`config.mk`:
```
export PLATFORM = sky130hd
export DESIGN_NAME = ref_guard
export DESIGN_NICKNAME = d
export VERILOG_FILES = /design/src/rtl/refguard_pkg.sv /design/src/rtl/refguard_edge.sv /design/src/rtl/refguard_chan.sv /design/src/rtl/refguard_sel.sv /design/src/rtl/ref_guard.sv
export SDC_FILE = /design/constraint.sdc
export NUM_CORES = 1
export LEC_CHECK = 0
export ABC_AREA = 1
export BUFFER_PORTS_ARGS = -buffer_cell sky130_fd_sc_hd__buf_2
export CAP_MARGIN = 10
export CORE_MARGIN = 2
export CORE_UTILIZATION = 55
export CTS_CLUSTER_DIAMETER = 40
export DETAILED_ROUTE_END_ITERATION = 10
export PLACE_DENSITY_LB_ADDON = 0.08
export REMOVE_ABC_BUFFERS = 1
export SLEW_MARGIN = 20
export SYNTH_ARGS = -nofsm -noshare
export SYNTH_HDL_FRONTEND = slang
export SYNTH_SLANG_ARGS = --single-unit
```
`constraint.sdc`:
```
create_clock -name clk -period 5.3 [get_ports clk]
set_clock_uncertainty 0.2 [all_clocks]
set_input_delay 0.53 -clock clk [delete_from_list [all_inputs] [get_ports clk]]
set_output_delay 0.53 -clock clk [all_outputs]
set_load 0.01 [all_outputs]
```
`src/rtl/refguard_pkg.sv`:
```
`timescale 1ns/1ps
// Shared types for the reference monitor: selector state encoding.
package refguard_pkg;
    typedef enum logic [1:0] {
        SRC_HOLD = 2'd0,
        SRC_PRIM = 2'd1,
        SRC_SEC  = 2'd2
    } src_e;
endpackage

```
`src/rtl/refguard_edge.sv`:
```
`timescale 1ns/1ps
// refguard_edge: brings an asynchronous reference into the system clock
// domain through STAGES flops, then flags each rising edge for one cycle.
// Assumes the reference stays high and low for at least two system cycles.
module refguard_edge #(
    parameter int STAGES = 2
) (
    input  logic clk,
    input  logic rst_n,
    input  logic async_in,
    output logic rise
);
    logic [STAGES:0] pipe;

    // Synchronizer chain plus one history flop for edge detection.
    always_ff @(posedge clk) begin
        if (!rst_n) pipe <= '0;
        else        pipe <= {pipe[STAGES-1:0], async_in};
    end

    assign rise = pipe[STAGES-1] & ~pipe[STAGES];
endmodule

```
`src/rtl/refguard_chan.sv`:
```
`timescale 1ns/1ps
// refguard_chan: health qualifier for one reference. It counts system
// cycles between synchronized rising edges. It flags loss when no edge
// arrives within twice the expected period, and drift after DRIFT_RUN
// consecutive out-of-tolerance periods. It requalifies after a priming
// edge plus RECOVER_RUN good periods.
// Assumes exp_period is nonzero and below half the counter range.
module refguard_chan #(
    parameter int PER_W       = 16,
    parameter int STAGES      = 2,
    parameter int DRIFT_RUN   = 4,
    parameter int RECOVER_RUN = 8
) (
    input  logic             clk,
    input  logic             rst_n,
    input  logic             ref_async,
    input  logic [PER_W-1:0] exp_period,
    input  logic [PER_W-1:0] tol,
    output logic             ok
);
    localparam int CNT_W  = PER_W + 1;
    localparam int BAD_W  = $clog2(DRIFT_RUN + 1);
    localparam int GOOD_W = $clog2(RECOVER_RUN + 1);
    localparam logic [BAD_W-1:0]  BAD_LAST  = BAD_W'(DRIFT_RUN - 1);
    localparam logic [GOOD_W-1:0] GOOD_LAST = GOOD_W'(RECOVER_RUN - 1);
    localparam logic [GOOD_W-1:0] GOOD_SAT  = GOOD_W'(RECOVER_RUN);

    logic              rise;
    logic [CNT_W-1:0]  cnt;
    logic [CNT_W-1:0]  lim;
    logic [CNT_W-1:0]  expw;
    logic [CNT_W-1:0]  diff;
    logic              in_tol;
    logic              lost;
    logic              primed;
    logic [BAD_W-1:0]  bad;
    logic [GOOD_W-1:0] good;

    refguard_edge #(.STAGES(STAGES)) u_edge (
        .clk      (clk),
        .rst_n    (rst_n),
        .async_in (ref_async),
        .rise     (rise)
    );

    assign expw   = {1'b0, exp_period};
    assign lim    = {exp_period, 1'b0};
    assign diff   = (cnt >= expw) ? (cnt - expw) : (expw - cnt);
    assign in_tol = (diff <= {1'b0, tol});
    assign lost   = !rise && (cnt >= lim);

    // Period counter: restarts at 1 on each edge, saturates at the loss limit.
    always_ff @(posedge clk) begin
        if (!rst_n)          cnt <= '0;
        else if (rise)       cnt <= CNT_W'(1);
        else if (cnt < lim)  cnt <= cnt + 1'b1;
    end

    // Health state: loss clears everything, edges update the run counters.
    always_ff @(posedge clk) begin
        if (!rst_n) begin
            ok     <= 1'b0;
            primed <= 1'b0;
            bad    <= '0;
            good   <= '0;
        end else if (lost) begin
            ok     <= 1'b0;
            primed <= 1'b0;
            bad    <= '0;
            good   <= '0;
        end else if (rise) begin
            primed <= 1'b1;
            if (primed) begin
                if (in_tol) begin
                    bad <= '0;
                    if (good != GOOD_SAT) good <= good + 1'b1;
                    if (good == GOOD_LAST) ok <= 1'b1;
                end else begin
                    good <= '0;
                    if (bad == BAD_LAST) begin
                        ok  <= 1'b0;
                        bad <= '0;
                    end else begin
                        bad <= bad + 1'b1;
                    end
                end
            end
        end
    end

    // A flag only drops after a loss or after the last of a run of bad periods.
    assert_drop_cause_R3: assert property (@(posedge clk) disable iff (!rst_n)
        $fell(ok) |-> ($past(lost) ||
                       ($past(rise) && $past(bad) == BAD_LAST && !$past(in_tol))));

    // A flag only rises after the run of good periods is complete.
    assert_requalify_run_R5: assert property (@(posedge clk) disable iff (!rst_n)
        $rose(ok) |-> ($past(good) == GOOD_LAST && $past(primed)));

    // the gap counter never runs past twice the expected period.
    assert_gap_bounded_R2: assert property (@(posedge clk) disable iff (!rst_n)
        $stable(exp_period) |-> cnt <= lim);
endmodule

```
`src/rtl/refguard_sel.sv`:
```
`timescale 1ns/1ps
// refguard_sel: chooses the reference that drives the loop from the two
// health flags. Order of preference: primary, secondary, holdover. The
// selector optionally reverts to the primary, and strobes for one cycle
// each time its state changes.
// Assumes the health flags are synchronous to clk.
module refguard_sel
    import refguard_pkg::*;
(
    input  logic clk,
    input  logic rst_n,
    input  logic prim_ok,
    input  logic sec_ok,
    input  logic revertive,
    output src_e src,
    output logic pulse
);
    src_e nxt;

    // Next-source decision from the current source and the health flags.
    always_comb begin
        nxt = src;
        case (src)
            SRC_PRIM: if (!prim_ok) nxt = sec_ok ? SRC_SEC : SRC_HOLD;
            SRC_SEC: begin
                if (!sec_ok)                    nxt = prim_ok ? SRC_PRIM : SRC_HOLD;
                else if (revertive && prim_ok)  nxt = SRC_PRIM;
            end
            default: begin
                if (prim_ok)     nxt = SRC_PRIM;
                else if (sec_ok) nxt = SRC_SEC;
            end
        endcase
    end

    // Source register and change strobe.
    always_ff @(posedge clk) begin
        if (!rst_n) begin
            src   <= SRC_HOLD;
            pulse <= 1'b0;
        end else begin
            src   <= nxt;
            pulse <= (nxt != src);
        end
    end

    assert_failover_R6: assert property (@(posedge clk) disable iff (!rst_n)
        (src == SRC_PRIM && !prim_ok && sec_ok) |=> src == SRC_SEC);

    assert_hold_entry_R7: assert property (@(posedge clk) disable iff (!rst_n)
        (src != SRC_HOLD) ##1 (src == SRC_HOLD) |-> $past(!prim_ok && !sec_ok));

    assert_revert_R8: assert property (@(posedge clk) disable iff (!rst_n)
        (src == SRC_SEC && sec_ok && prim_ok && revertive) |=> src == SRC_PRIM);

    assert_pulse_on_change_R9: assert property (@(posedge clk) disable iff (!rst_n)
        (src != $past(src)) |-> pulse);
endmodule

```
`src/rtl/ref_guard.sv`:
```
`timescale 1ns/1ps
// ref_guard: top of the dual reference monitor. One qualifier channel
// runs per reference and feeds a selector. The outputs are the health
// flags, the selection, the holdover request and the switch strobe.
// Assumes clk is much faster than either reference.
module ref_guard
    import refguard_pkg::*;
#(
    parameter int PER_W       = 16,
    parameter int STAGES      = 2,
    parameter int DRIFT_RUN   = 4,
    parameter int RECOVER_RUN = 8
) (
    input  logic             clk,
    input  logic             rst_n,
    input  logic             prim_ref,
    input  logic             sec_ref,
    input  logic [PER_W-1:0] prim_period,
    input  logic [PER_W-1:0] sec_period,
    input  logic [PER_W-1:0] prim_tol,
    input  logic [PER_W-1:0] sec_tol,
    input  logic             revertive,
    output logic             prim_ok,
    output logic             sec_ok,
    output logic             use_sec,
    output logic             holdover,
    output logic             switch_pulse
);
    localparam int NREF = 2;

    logic [NREF-1:0]  raw;
    logic [NREF-1:0]  okv;
    logic [PER_W-1:0] per_a [NREF];
    logic [PER_W-1:0] tol_a [NREF];
    src_e             src;

    assign raw      = {sec_ref, prim_ref};
    assign per_a[0] = prim_period;
    assign per_a[1] = sec_period;
    assign tol_a[0] = prim_tol;
    assign tol_a[1] = sec_tol;

    for (genvar g = 0; g < NREF; g++) begin : g_chan
        refguard_chan #(
            .PER_W       (PER_W),
            .STAGES      (STAGES),
            .DRIFT_RUN   (DRIFT_RUN),
            .RECOVER_RUN (RECOVER_RUN)
        ) u_chan (
            .clk        (clk),
            .rst_n      (rst_n),
            .ref_async  (raw[g]),
            .exp_period (per_a[g]),
            .tol        (tol_a[g]),
            .ok         (okv[g])
        );
    end

    refguard_sel u_sel (
        .clk       (clk),
        .rst_n     (rst_n),
        .prim_ok   (okv[0]),
        .sec_ok    (okv[1]),
        .revertive (revertive),
        .src       (src),
        .pulse     (switch_pulse)
    );

    assign prim_ok  = okv[0];
    assign sec_ok   = okv[1];
    assign use_sec  = (src == SRC_SEC);
    assign holdover = (src == SRC_HOLD);

    assert_hold_clears_sel_R7: assert property (@(posedge clk) disable iff (!rst_n)
        holdover |-> !use_sec);
endmodule

```
Word-level counts from Yosys, hierarchy flattened
Index checks and enable logic that the tools add are counted.

Register bits: 61. Bits of input ports: 69. Output and inout bits: 5.

Add/sub/neg operators: 10. $lt $le $gt $ge: 8. Equal/unequal tests: 13. Multiplexer cells: 28. Bitwise operators: 5. Reduce and logical (&&, ||, !) cells: 20.

Operator list (number): adder 17 x 1 -> 17 bit, second input constant (2); >= comparator 17 x 16 -> 1 bit (2); >= comparator 17 bit (2); <= comparator 17 x 16 -> 1 bit (2); less-than comparator 17 bit (2); two-way mux 17 bit (2); subtractor 16 x 17 -> 17 bit (2); subtractor 17 x 16 -> 17 bit (2); two-way mux 4 bit (4); two-way mux 2 bit (6); two-way mux 3 bit (4); two-way mux 1 bit (11); adder 4 x 1 -> 4 bit, second input constant (2); == test 4 x 3 -> 1 bit, second input constant (2); inequality test 2 bit, second input constant (4); inequality test 4 bit, second input constant (2); AND reduction 4 bit (2); nonzero test 2 bit (4); OR reduction 2 bit (4); adder 3 x 1 -> 3 bit, second input constant (2); == test 3 x 2 -> 1 bit, second input constant (2); AND reduction 3 bit (2); one-hot mux 2 bit (2 select lines) (1); AND reduction 2 bit (2); other kinds (8) (14).

Depth between registers and ports, before layout
Depth after elaboration: 5. Gate-level depth with buffers: 35.

Hierarchy
Synthesis repeated with hierarchy kept, for this count alone.

Cells, all modules: 1286. Area, all modules: 8235.4 µm².

Modules (own cells, without submodules): refguard_chan (g_chan[1].u_chan) (instances 1, cells an instance 611, area an instance 3903.7 µm²); refguard_chan (g_chan[0].u_chan) (instances 1, cells an instance 609, area an instance 3891.2 µm²); refguard_sel (instances 1, cells an instance 41, area an instance 241.5 µm²); refguard_edge (instances 2, cells an instance 11, area an instance 92.6 µm²); ref_guard (instances 1, cells an instance 3, area an instance 13.8 µm²).

Least setup slack after synthesis
No wires, ideal clock.

Kind: input-to-reg. Start point: input prim_period[10]. End point: register g_chan[0].u_chan.good[3]. Setup time: 0.109 ns. Data arrival time: 3.510 ns. Data required time: 4.991 ns. Slack: 1.481 ns. Cell stages on the path: 32. Cells stage by stage: inv_1 > ha_1 > buf_4 > a21o_1 > a21oi_2 > nor2_1 > nor2_1 > nand2_2 > inv_2 > buf_2 > nand3_1 > o21ai_1 > xor2_1 > inv_1 > ha_1 > nand2_1 > nor2_1 > inv_1 > nor2_1 > nand2_1 > nand2_1 > nand2_1 > nand2_1 > nand2_1 > nand2_1 > nand2_1 > nand2_1 > nand2_1 > nand3b_4 > nand3_1 > nand2_1 > inv_1.

Word-level cells in the longest chain between the ends: 5. Elaborated cells between the ends (all ways): 11. Classes of those cells: add/sub (2); order compare (3); eq/ne (1); mux (2); reduce/logical (3).

RTL lines: start: declaration (RTL line ref_guard.sv:18) `input logic [PER_W-1:0] prim_period,`; subtractor 16 x 17 -> 17 bit (tied with other cells) (RTL line refguard_chan.sv:48) `assign diff = (cnt >= expw) ? (cnt - expw) : (expw - cnt);`; two-way mux 17 bit (RTL line refguard_chan.sv:48); <= comparator 17 x 16 -> 1 bit (RTL line refguard_chan.sv:49) `assign in_tol = (diff <= {1'b0, tol});`; inequality test 2 bit (no line); AND reduction 3 bit (no line); end signal: assignment (RTL line refguard_chan.sv:76) `if (good != GOOD_SAT) good <= good + 1'b1;`; end: declaration (RTL line refguard_chan.sv:37) `logic [GOOD_W-1:0] good;`.

Several ways; a longest one is shown, not always the timed one. A chain may end at the register's enable or synchronous reset.

Worst setup path after layout
Start point: register g_chan[0].u_chan.cnt[8]. End point: register g_chan[0].u_chan.good[3].

Word-level cells in the longest chain between the ends: 5. Elaborated cells between the ends (all ways): 11. Classes of those cells: add/sub (2); order compare (3); eq/ne (1); mux (2); reduce/logical (3).

RTL lines: start: declaration (RTL line refguard_chan.sv:29) `logic [CNT_W-1:0] cnt;`; start signal: assignment (RTL line refguard_chan.sv:56) `else if (cnt < lim) cnt <= cnt + 1'b1;`; subtractor 16 x 17 -> 17 bit (tied with other cells) (RTL line refguard_chan.sv:48); two-way mux 17 bit (RTL line refguard_chan.sv:48); <= comparator 17 x 16 -> 1 bit (RTL line refguard_chan.sv:49); inequality test 2 bit (no line); AND reduction 3 bit (no line).

Several ways; a longest one is shown, not always the timed one.

==> results.md <==
* Outcome: completed
* Hpwl dp at 17.3 mm
* Synth async-reset ratio at 0%
* Root buffer cell: clkbuf_16
* Total design power at 1.63 mW
* Worst Setup End Kind: flip-flop
* Mapped Area at 8170 µm²
* Setup violators final at 0
* Worst r2r src: g_chan[0].u_chan.cnt[8]$_SDFFE_PP0P_
* Combinational Power Share at 28.8%
* Fin. Hold Viols at 0
* Pwr/cell area at 181 nW/µm²
* EDFF count, synth at 0
* CTS tree: built
* Clock buffer depth at 2
* Critical path class: flip-flop to flip-flop
* Relative slew margins at 61.9%
* GR Util All Layers at 25.9%
* Internal at 1.13 mW
* RSZ-0062 raised after global routing: no
* First-pass GRT wire length at 34.4 mm
* Part of the power in the clock network at 41.4%
* Layout cells sized above 1 at 10.9%
* Placer Congestion at 0.986
* Largest net degree at the start of global routing at 21
* Drt wl/cell at 13.4 µm
* WP buf/inv at 5
* Postcts setup bufs at 0
* Top Ports at 74
* Drt first-iter violations at 597
* Peak supply drop at 0.244 mV
* Detailed Route WL at 20.6 mm
* Cts bufs inserted at 9
* Critical hold path startpoint: sec_ref
* Die width at 126 µm
* Largest cells by area after synthesis: ha_1 21%, dfxtp_1 15%, nand2_1 13%
* List of most frequent post-synthesis cells: 279 x nand2_1, 244 x inv_1, 139 x ha_1
* Chip height at 126 µm
* Critical Path RT at 5330 ps
* Worst setup startpoint: g_chan[0].u_chan.cnt[8]$_SDFFE_PP0P_
* Post-synth top area cell: ha_1
* Initial antenna violation count at 0
* # DRC at 0
* # resized after CTS at 0
* CTS clk-pin slew, worst paths at 50 ps
* H-tree levels at 3
* Switching portion of total power at 31.0%
* Yosys cell types at 53
* Vias per cell at 5.25
* Hold_buf cts at 0
* Max-cap viol count at 0
* Worst Tran Pin Value at 570 ps
* Initial Util at 56.2%
* Sequential power share at 29.8%
* Vias in the first global route at 7226
* Overall die area at 15900 µm²
* Synth Register Bits at 61
* Lkg Pwr at 4.78 nW
* Total grt overflow at 0
* N_diodes at 0
* Antenna Nets Post-Route at 0
* Most frequent CP cell: nand2_1
* Pins Over Slew Limit at 0
* Pre-Repair DR Iteration Count at 5
* IO Port Bufs at 73
* Top cell type's share of synthesized area at 21.3%
* CORE AREA at 14500 µm²
* Synthesized instance count at 1278
* Worst-path fanout max at 20
* Startpoint Class: flip-flop
* Slowest stage delay, CP at 490 ps
* Fmax at 227 MHz
* CP arrival at 4440 ps
* Fin crit period at 4410 ps
* Cell Rows at 44
* Period utilisation layout at 83.2%
* Worst-Skew Late Latency at 330 ps
* Hold WC Path Type: input pin to flip-flop
* # clock sinks at 61
* Synth warn at 0
* Syn Area/Cell at 6.40 µm²
* Via Count at 8067
* Most frequent cell after synthesis: nand2_1
* Ys flop type: dfxtp_1
* Sequential share of the synthesized area at 14.9%
* Crit-path slowest cell: dfxtp_1
* Area delta synth->final at 10.3%
* NetSw at 0.507 mW
* Final nets at 1560
* Family with the most delay on the worst path: simple AND/OR/NAND/NOR gates
* Setup TNS at 0 ps
[area by class of cell]
| cell class | count | area, µm² |
|---|---|---|
| Inverter | 259 | 975 |
| Multi-Input combinational cell | 943 | 5880 |
| Clock buffer | 12 | 246 |
| Fill cell | 1465 | 5510 |
| Clock inverter | 4 | 95.1 |
| Timing Repair Buffer | 74 | 373 |
| Sequential cell | 61 | 1220 |
| Tap cell | 184 | 230 |
[sequential cells by signal, summed over array words and instances, names as in the netlist]
| name | cells |
|---|---|
| g_chan.u_chan.bad | 6 |
| g_chan.u_chan.primed | 2 |
| g_chan.u_chan.good | 8 |
| g_chan.u_chan.cnt | 34 |
| g_chan.u_chan.ok | 2 |
| g_chan.u_chan.u_edge.pipe | 6 |
| u_sel.pulse | 1 |
| u_sel.src | 2 |
[cells in the final DEF (no fill, tap or decap), types with 4 or more instances in the layout]
| master | count |
|---|---|
| mux2i_1 | 4 |
| inv_2 | 12 |
| nor3b_1 | 5 |
| nand2_1 | 279 |
| o21ai_1 | 14 |
| nand3_1 | 62 |
| clkbuf_16 | 9 |
| inv_1 | 244 |
| nor2_4 | 6 |
| nand4_1 | 12 |
| nand2_2 | 18 |
| o21bai_1 | 8 |
| a21o_1 | 11 |
| nor3_1 | 17 |
| ha_1 | 139 |
| fa_1 | 4 |
| nand3_2 | 5 |
| xor2_1 | 35 |
| dfxtp_1 | 61 |
| o211ai_1 | 4 |
| a21oi_1 | 118 |
| nor4_1 | 4 |
| xnor2_1 | 8 |
| nor2_2 | 4 |
| o21ai_0 | 62 |
| nor2_1 | 82 |
| a31oi_1 | 6 |
| buf_2 | 73 |
[per-stage QoR]
| stage | cells | hold WS, ps | util [%] | setup WS, ps | cell area (µm²) |
|---|---|---|---|---|---|
| final | 1537 | 182 | 62.1 | 891 | 9020 |
| after global routing | 1537 | 188 | 62.1 | 491 | 9020 |
| after CTS | 1537 | 176 | 62.1 | 980 | 9020 |
| after detailed placement | 1521 | 202 | 59.7 | 699 | 8680 |
| after global placement | 1521 | 192 | 59.7 | 821 | 8680 |
| after floorplan | 1263 | 190 | - | 1430 | 8080 |
[logic make-up after synthesis]
kind of cell,Yosys count,synth area share [%]
XOR/XNOR,43,4.61
AO/OA/AOI/OAI,244,16.6
buffers and inverters,274,13.1
AND/OR/NAND/NOR,509,28.0
adder cells (fa/ha/maj),143,22.3
flip-flops,61,14.9
multiplexers,4,0.490
[worst min-delay path: stages]
cell     delay, ps
buf_2           70
nand2_1         40
inv_1           40
[power by group through the flow]
stage	clock network, mW	logic [mW]	registers [mW]
2_1_floorplan	0	0.340	0.493
3_3_place_gp	0	0.463	0.496
3_5_place_dp	0	0.467	0.496
4_1_cts	0.683	0.470	0.487
5_1_grt	0.703	0.546	0.488
6_report	0.676	0.471	0.487
[worst paths after layout]
| kind | to | slack, ps | depth (start not counted) |
|---|---|---|---|
| worst max-delay path | g_chan[0].u_chan.good[3]$_SDFFE_PP0P_ | 890 | 32 |
| worst min-delay path | g_chan[1].u_chan.u_edge.pipe[0]$_SDFF_PN0_ | 180 | 3 |
| worst max register to register | g_chan[0].u_chan.good[3]$_SDFFE_PP0P_ | 890 | 32 |
| worst min register to register | g_chan[0].u_chan.u_edge.pipe[1]$_SDFF_PN0_ | 210 | 2 |
[routing by layer]
metal,wire length [µm],GRT usage [%]
met4,215,5.17
met5,0,0
met2,8280,38.7
met1,10900,40.4
met3,1170,2.17
Note: power is estimated with default switching activity, not from simulation.
